--- src/rtl/ecc_pkg.sv ---
// Package: shared sizing helper and the packed count type for the
// elapsed cycle counter. Assumes exponent widths of 0 to 4 bits.
package ecc_pkg;

    localparam int MANT_W = 12;
    localparam int EXP_W  = 4;

    // Counter width for a given number of implemented exponent bits.
    function automatic int cnt_width(input int exp_bits);
        return 11 + (1 << exp_bits);
    endfunction

    typedef struct packed {
        logic [EXP_W-1:0]  expo;
        logic [MANT_W-1:0] mant;
    } cc_field_t;

endpackage

--- src/rtl/ecc_counter.sv ---
// Saturating active-cycle counter with its validity flag.
// Assumes the strobes are single-cycle and synchronous to clk.
// A clear or control write beats a record, and both beat counting.
module ecc_counter #(
    parameter int CNT_W = 27
) (
    input  logic             clk,
    input  logic             rst_n,
    input  logic             active_i,
    input  logic             record_i,
    input  logic             reset_cnt_i,
    output logic [CNT_W-1:0] cnt_o,
    output logic             seen_o
);

    logic at_max;

    // Detect the all-ones saturation point.
    always_comb at_max = &cnt_o;

    // Advance, restart or zero the count.
    always_ff @(posedge clk) begin
        if (!rst_n) begin
            cnt_o <= '0;
        end else if (reset_cnt_i || record_i) begin
            cnt_o <= '0;
        end else if (active_i && !at_max) begin
            cnt_o <= cnt_o + 1'b1;
        end
    end

    // Track whether the interval since the last record is unbroken.
    always_ff @(posedge clk) begin
        if (!rst_n) begin
            seen_o <= 1'b0;
        end else if (reset_cnt_i) begin
            seen_o <= 1'b0;
        end else if (record_i) begin
            seen_o <= 1'b1;
        end
    end

endmodule

--- src/rtl/ecc_encoder.sv ---
// Combinational packer: count to exponent and 12-bit mantissa with an
// implied leading one. Assumes CNT_W = 11 + 2**EXP_BITS, so every count
// fits the implemented exponent range and no overflow path is needed.
module ecc_encoder
    import ecc_pkg::*;
#(
    parameter int CNT_W = 27
) (
    input  logic [CNT_W-1:0] cnt_i,
    output cc_field_t        field_o
);

    // Find the highest set bit at or above 12 and take the bits below it.
    always_comb begin
        field_o.expo = '0;
        field_o.mant = cnt_i[MANT_W-1:0];
        for (int i = MANT_W; i < CNT_W; i++) begin
            if (cnt_i[i]) begin
                field_o.expo = EXP_W'(i - 11);
                field_o.mant = cnt_i[i-1 -: MANT_W];
            end
        end
    end

endmodule

--- src/rtl/ecc_capture.sv ---
// Output register: holds the packed count and flag of the last record.
// Assumes record_i is a single-cycle strobe.
module ecc_capture
    import ecc_pkg::*;
(
    input  logic      clk,
    input  logic      rst_n,
    input  logic      record_i,
    input  cc_field_t field_i,
    input  logic      valid_i,
    output cc_field_t field_o,
    output logic      valid_o
);

    // Load the packed field and flag on each record.
    always_ff @(posedge clk) begin
        if (!rst_n) begin
            field_o <= '0;
            valid_o <= 1'b0;
        end else if (record_i) begin
            field_o <= field_i;
            valid_o <= valid_i;
        end
    end

endmodule

--- src/rtl/elapsed_cycle_counter.sv ---
// Top: counts active cycles between records and presents the packed
// 16-bit field with a validity flag. EXP_BITS (0..4) sets how many
// exponent bits exist, and from that the internal counter width.
module elapsed_cycle_counter
    import ecc_pkg::*;
#(
    parameter int EXP_BITS = 4
) (
    input  logic        clk,
    input  logic        rst_n,
    input  logic        active_i,
    input  logic        record_i,
    input  logic        ctl_wr_i,
    input  logic        clear_i,
    output logic [3:0]  cc_exp_o,
    output logic [11:0] cc_mant_o,
    output logic        cc_valid_o
);

    localparam int CNT_W = cnt_width(EXP_BITS);

    logic [CNT_W-1:0] cnt_q;
    logic             seen_q;
    logic             reset_cnt;
    cc_field_t        packed_now;
    cc_field_t        packed_q;

    // Either software action restarts the interval.
    always_comb reset_cnt = clear_i | ctl_wr_i;

    ecc_counter #(.CNT_W(CNT_W)) u_cnt (
        .clk         (clk),
        .rst_n       (rst_n),
        .active_i    (active_i),
        .record_i    (record_i),
        .reset_cnt_i (reset_cnt),
        .cnt_o       (cnt_q),
        .seen_o      (seen_q)
    );

    ecc_encoder #(.CNT_W(CNT_W)) u_enc (
        .cnt_i   (cnt_q),
        .field_o (packed_now)
    );

    ecc_capture u_cap (
        .clk      (clk),
        .rst_n    (rst_n),
        .record_i (record_i),
        .field_i  (packed_now),
        .valid_i  (seen_q),
        .field_o  (packed_q),
        .valid_o  (cc_valid_o)
    );

    // Drive the output ports from the captured field.
    always_comb begin
        cc_exp_o  = packed_q.expo;
        cc_mant_o = packed_q.mant;
    end

endmodule

--- config.mk ---
export PLATFORM = sky130hd
export DESIGN_NAME = elapsed_cycle_counter
export DESIGN_NICKNAME = d
export VERILOG_FILES = /design/src/rtl/ecc_pkg.sv /design/src/rtl/ecc_counter.sv /design/src/rtl/ecc_encoder.sv /design/src/rtl/ecc_capture.sv /design/src/rtl/elapsed_cycle_counter.sv
export SDC_FILE = /design/constraint.sdc
export NUM_CORES = 1
export LEC_CHECK = 0
export ABC_AREA = 1
export BUFFER_PORTS_ARGS = -buffer_cell sky130_fd_sc_hd__buf_4
export CORE_MARGIN = 2
export CORE_UTILIZATION = 55
export CTS_BUF_LIST = sky130_fd_sc_hd__clkbuf_8
export DETAILED_ROUTE_END_ITERATION = 8
export GPL_ROUTABILITY_DRIVEN = 0
export PLACE_DENSITY = 0.78
export SLEW_MARGIN = 20
export SYNTH_ARGS = -nofsm -noshare
export SYNTH_HDL_FRONTEND = slang
export SYNTH_SLANG_ARGS = --single-unit
--- constraint.sdc ---
create_clock -name clk -period 2.8 [get_ports clk]
set_clock_uncertainty 0.15 [all_clocks]
set_input_delay 0.28 -clock clk [delete_from_list [all_inputs] [get_ports clk]]
set_output_delay 0.28 -clock clk [all_outputs]
set_load 0.03 [all_outputs]
# ---- Word-level counts from Yosys, hierarchy flattened
# Cells that the tools add are included.
# Widths: inputs -> output; s select.
dict set report op_classes {
  addsub 1
  mux 15
  bitwise 2
  reduce_logical 6
}
# op count
set op_table {}
lappend op_table {{$mux 16} 8}
lappend op_table {{$mux 15} 4}
lappend op_table {{$mux 14} 2}
lappend op_table {{$add 27x1->27 const B} 1}
lappend op_table {{$reduce_and 27->1} 1}
lappend op_table {{$mux 13} 1}
lappend op_table {{$reduce_or 2->1} 2}
lappend op_table {{$logic_and 1x1->1} 1}
lappend op_table {{$logic_not 1->1} 1}
lappend op_table {{$logic_or 1x1->1} 1}
lappend op_table {{$not 1->1} 1}
lappend op_table {{$or 1x1->1} 1}
dict set report totals {
  register_bits 45
}

# ---- Longest topological paths before layout
dict set report logic_depth {
  word_depth 15
  mapped_depth 15
  ltp_nobuf 15
}

# ---- Cells and area by module
# Synthesis repeated with hierarchy kept, for this count alone.
dict set report unflattened {
  hier_cells 808
  hier_area_um2 4365.4
}
# module instances cells_each area_each_um2 seq_area_each_um2
set by_module_without_submodules {}
lappend by_module_without_submodules {ecc_encoder 1 415 1885.6 0.0}
lappend by_module_without_submodules {ecc_counter 1 282 1741.7 560.5}
lappend by_module_without_submodules {ecc_capture 1 108 726.9 340.3}
lappend by_module_without_submodules {elapsed_cycle_counter 1 3 11.3 0.0}

# ---- Worst setup path after synthesis
# No wires, ideal clock.
dict set report synth_path {
  path_kind {reg2reg}
  startpoint {reg u_cnt.cnt_o[0]}
  endpoint {reg u_cnt.cnt_o[23]}
  arrival_ps 1543
  required_time_ps 2518
  path_slack_ps 975
  path_stages_with_launch 12
  n_path_buf 1
  period_less_slack_ps 1825
  cell_sequence {dfxtp_1 -> ha_1 -> nand2_1 -> nor2_1 -> nand2_2 -> nor2_1 -> nand3_1 -> nand2_4 -> inv_2 -> buf_2 -> nand2_1 -> a21oi_1}
}
dict set report synth_between {
  elab_chain_len 3
}
# element line
set synth_rtl {}
lappend synth_rtl {{start: declaration} ecc_counter.sv:12} ;# output logic [CNT_W-1:0] cnt_o,
lappend synth_rtl {{start signal: assignment} ecc_counter.sv:28} ;# cnt_o <= cnt_o + 1'b1;
lappend synth_rtl {{parallel branches: the longest is 3 deep, another holds $add 27x1->27} --}
# Several ways; the timed one is not identified.
# A chain may end at the register's enable or synchronous reset.

# ---- Worst setup path in the final report
dict set report layout_path {
  startpoint {reg u_cnt.cnt_o[11]}
  endpoint {reg u_cnt.cnt_o[4]}
}
dict set report layout_between {
  elab_chain_len 3
}
# element line
set layout_rtl {}
lappend layout_rtl {{$reduce_and 27->1} ecc_counter.sv:19} ;# always_comb at_max = &cnt_o;
lappend layout_rtl {{$logic_not 1->1} ecc_counter.sv:27} ;# end else if (active_i && !at_max) begin
lappend layout_rtl {{$logic_and 1x1->1} ecc_counter.sv:27}
# Every way passes these cells.

==> reports/metrics.cfg <==
[final_layout]
mostFrequentLayoutCells=nand2_1 (140), o21ai_0 (63), a21oi_1 (63), nor2_1 (52), dfxtp_1 (45)
area_growth_syn_to_layout_pct=6.302
postLayoutCoreUtil_pct=60.49
nFillCells=600
postLayoutCellArea_um2=3841
final_common_cell=nand2_1
multi_input_area_um2=2328
final-seq-area_um2=900.9
drive_gt1_share_pct=9.710
n_antenna_cell=0
final_nets=593

[yosys]
synth_enable_flop_cells=0
synth_area_leader_cell=dfxtp_1
ys_ff_latch=45
netlist_instances=592
ys_types=35
seq_area_frac_synth_pct=24.93
yosys.area.top_type_share_pct=24.93
ys_top_cells_by_area=dfxtp_1 (25%), nand2_1 (15%), a21oi_1 (8.7%), o21ai_0 (8.7%), a221oi_1 (7.0%)
synth_fp_nets=599
syn_avg_cell_area_um2=6.104
synthesis.area_um2=3613
synth-main-ff-cell=dfxtp_1
async_flop_share_pct=0
yosysWarnings=0

[sta]
final_max_slew_viol_count=0
finalHoldViolCount=0
setup_viol=0
tightest_slew_ps=826.5
rsz0062_at_grt=false
max_freq_mhz=415.7
period_share_pct=85.92
whs_ps=63.58
maxSlewHeadroom_pct=44.70
fin_tns_setup_ps=0
finalCriticalPeriod_ps=2406

[critical_path]
r2r_start=u_cnt.cnt_o[11]$_SDFFE_PP0P_
cp_top_family=simple AND/OR/NAND/NOR gates
cp_data_required_time_ps=2870
worst_setup_path_start_kind=flop
cp_cell_sequence=inv_1 > nor2_2 > nand2_1 > nor2_1 > nand3_1 > nand2_4 > inv_2 > nand2_1 > a21oi_1 > o21a_1
cpMostUsedCell=nand2_1
critical_path_buf_inv_count=2
cpPeakStageDelay_ps=640
crit_start=u_cnt.cnt_o[11]$_SDFFE_PP0P_
crit_fanout=18
timing_worst_setup_path_type=flop to flop
arrival_ps=2470
end_kind=flop
cpMaxStageDelayCell=dfxtp_1

[routing]
wirelength_um=11710
vias=4434
first_pass_iters=7
routedWlPerCell_um=17.64
drt_iter0_drc=947
routed_via_density=6.678
drc=0
detail-route-antenna-nets=0

[power_and_ir_drop]
p_total_mw=1.143
leakage_nw=1.395
pwr_density_cell_nw_per_um2=297.4
ir_drop_mv=0.2216

[cts]
postCtsSetupRepairBufs=0
htreeDepth=2
cts.repair.resized=0
cts-root-buf=clkbuf_8
cts.sinks=45
cts_tree=yes
cts_inserted_buffers=5
cts.path.max_buffers=2
insertion_delay_ps=310
path_clk_slew_ps=100
cts-hold-fix-buffers=0

[global_routing]
track_usage_pct=32.38
grt_pass1_vias=3855
grt_pass1_wl_um=19050
grt_max_degree=26
antenna_found_initial=0
grt_overflow=0

[place]
hpwl_um=8255
port_buffers=22
post_dp_cell_area_um2=3757

[die]
rows=29
pin_count=23
start_util_pct=56.91
coreArea_um2=6350
die_w_um=85.06
die_area_um2=7234
die_h_um=85.06

[run_status]
status=finished, final reports clean

[run]
drv_cap=0

[worst_hold_path]
min_path_type=primary input to flop
hold_start=clear_i

-- state kept, by name, summed over array words and instances, names as in the netlist --
register,cells
u_cap.field_o,16
u_cnt.cnt_o,27
u_cnt.seen_o,1
u_cap.valid_o,1
-- through the flow --
stage	setup WS [ps]	instances
floorplan	975.0	592
global placement	503.7	656
detailed placement	468.8	656
CTS	465.8	664
global route	133.9	664
finish	394.3	664
-- metal layers --
metal	track usage, %	vias up	part of all wire [%]
met5	0	-	0
met4	10.97	0	3.8
met3	7.004	56	13
met2	48.44	344	42
met1	46.18	2001	41
li1	-	2033	-
-- cell type report --
type | count | area share, %
flip-flops and latches | 45 | 23.45
inverters | 47 | 4.593
well taps | 77 | 2.508
clock inverters | 3 | 0.3909
clock buffers | 5 | 1.792
repair buffers | 34 | 6.645
multi-input cells | 453 | 60.62
-- cells by family after synthesis --
group                      after synthesis  synth area share (%)
and+or+nand+nor                        249                 29.43
AOI/OAI and AO/OA                      191                 31.75
buffers and inverters                   94                 10.63
DFF                                     45                 24.93
xor gates and xnor gates                12                 2.909
adders and majority gates                1                0.3462
-- path summary, 6_finish.rpt --
kind	slack, ps	depth (start not counted)	endpoint
min reg2reg	320	2	u_cnt.seen_o$_SDFFE_PP0P_
min	60	4	u_cnt.seen_o$_SDFFE_PP0P_
max	390	10	u_cnt.cnt_o[4]$_SDFFE_PP0P_
max reg2reg	390	10	u_cnt.cnt_o[4]$_SDFFE_PP0P_
-- cell usage after synthesis, types with 2 or more instances --
| library cell | n |
|---|---|
| a211oi_1 | 13 |
| a21oi_1 | 63 |
| a221oi_1 | 29 |
| a31oi_1 | 9 |
| buf_2 | 19 |
| buf_4 | 2 |
| clkbuf_1 | 25 |
| clkinv_1 | 3 |
| dfxtp_1 | 45 |
| inv_1 | 40 |
| inv_2 | 4 |
| nand2_1 | 140 |
| nand2_2 | 3 |
| nand3_1 | 13 |
| nand4_1 | 10 |
| nor2_1 | 52 |
| nor2_2 | 5 |
| nor3_1 | 17 |
| nor4_1 | 3 |
| o211ai_1 | 7 |
| o21a_1 | 2 |
| o21ai_0 | 63 |
| o221ai_1 | 2 |
| xor2_1 | 12 |
-- worst reg2reg max path: stages, from the launching register on --
cell and delay [ps]:
dfxtp_1 640, inv_1 260, nor2_2 250, nand2_1 100, nor2_1 110, nand3_1 110
nand2_4 200, inv_2 180, nand2_1 120, a21oi_1 70, o21a_1 130
-- where the power goes --
| group | leakage (nW) | switching [mW] | internal, mW |
|---|---|---|---|
| sequential | 0.364 | 0.00407 | 0.647 |
| combinational | 0.984 | 0.0520 | 0.0248 |
| clock | 0.0467 | 0.244 | 0.170 |
No activity file was read; power rests on OpenSTA's default activity.
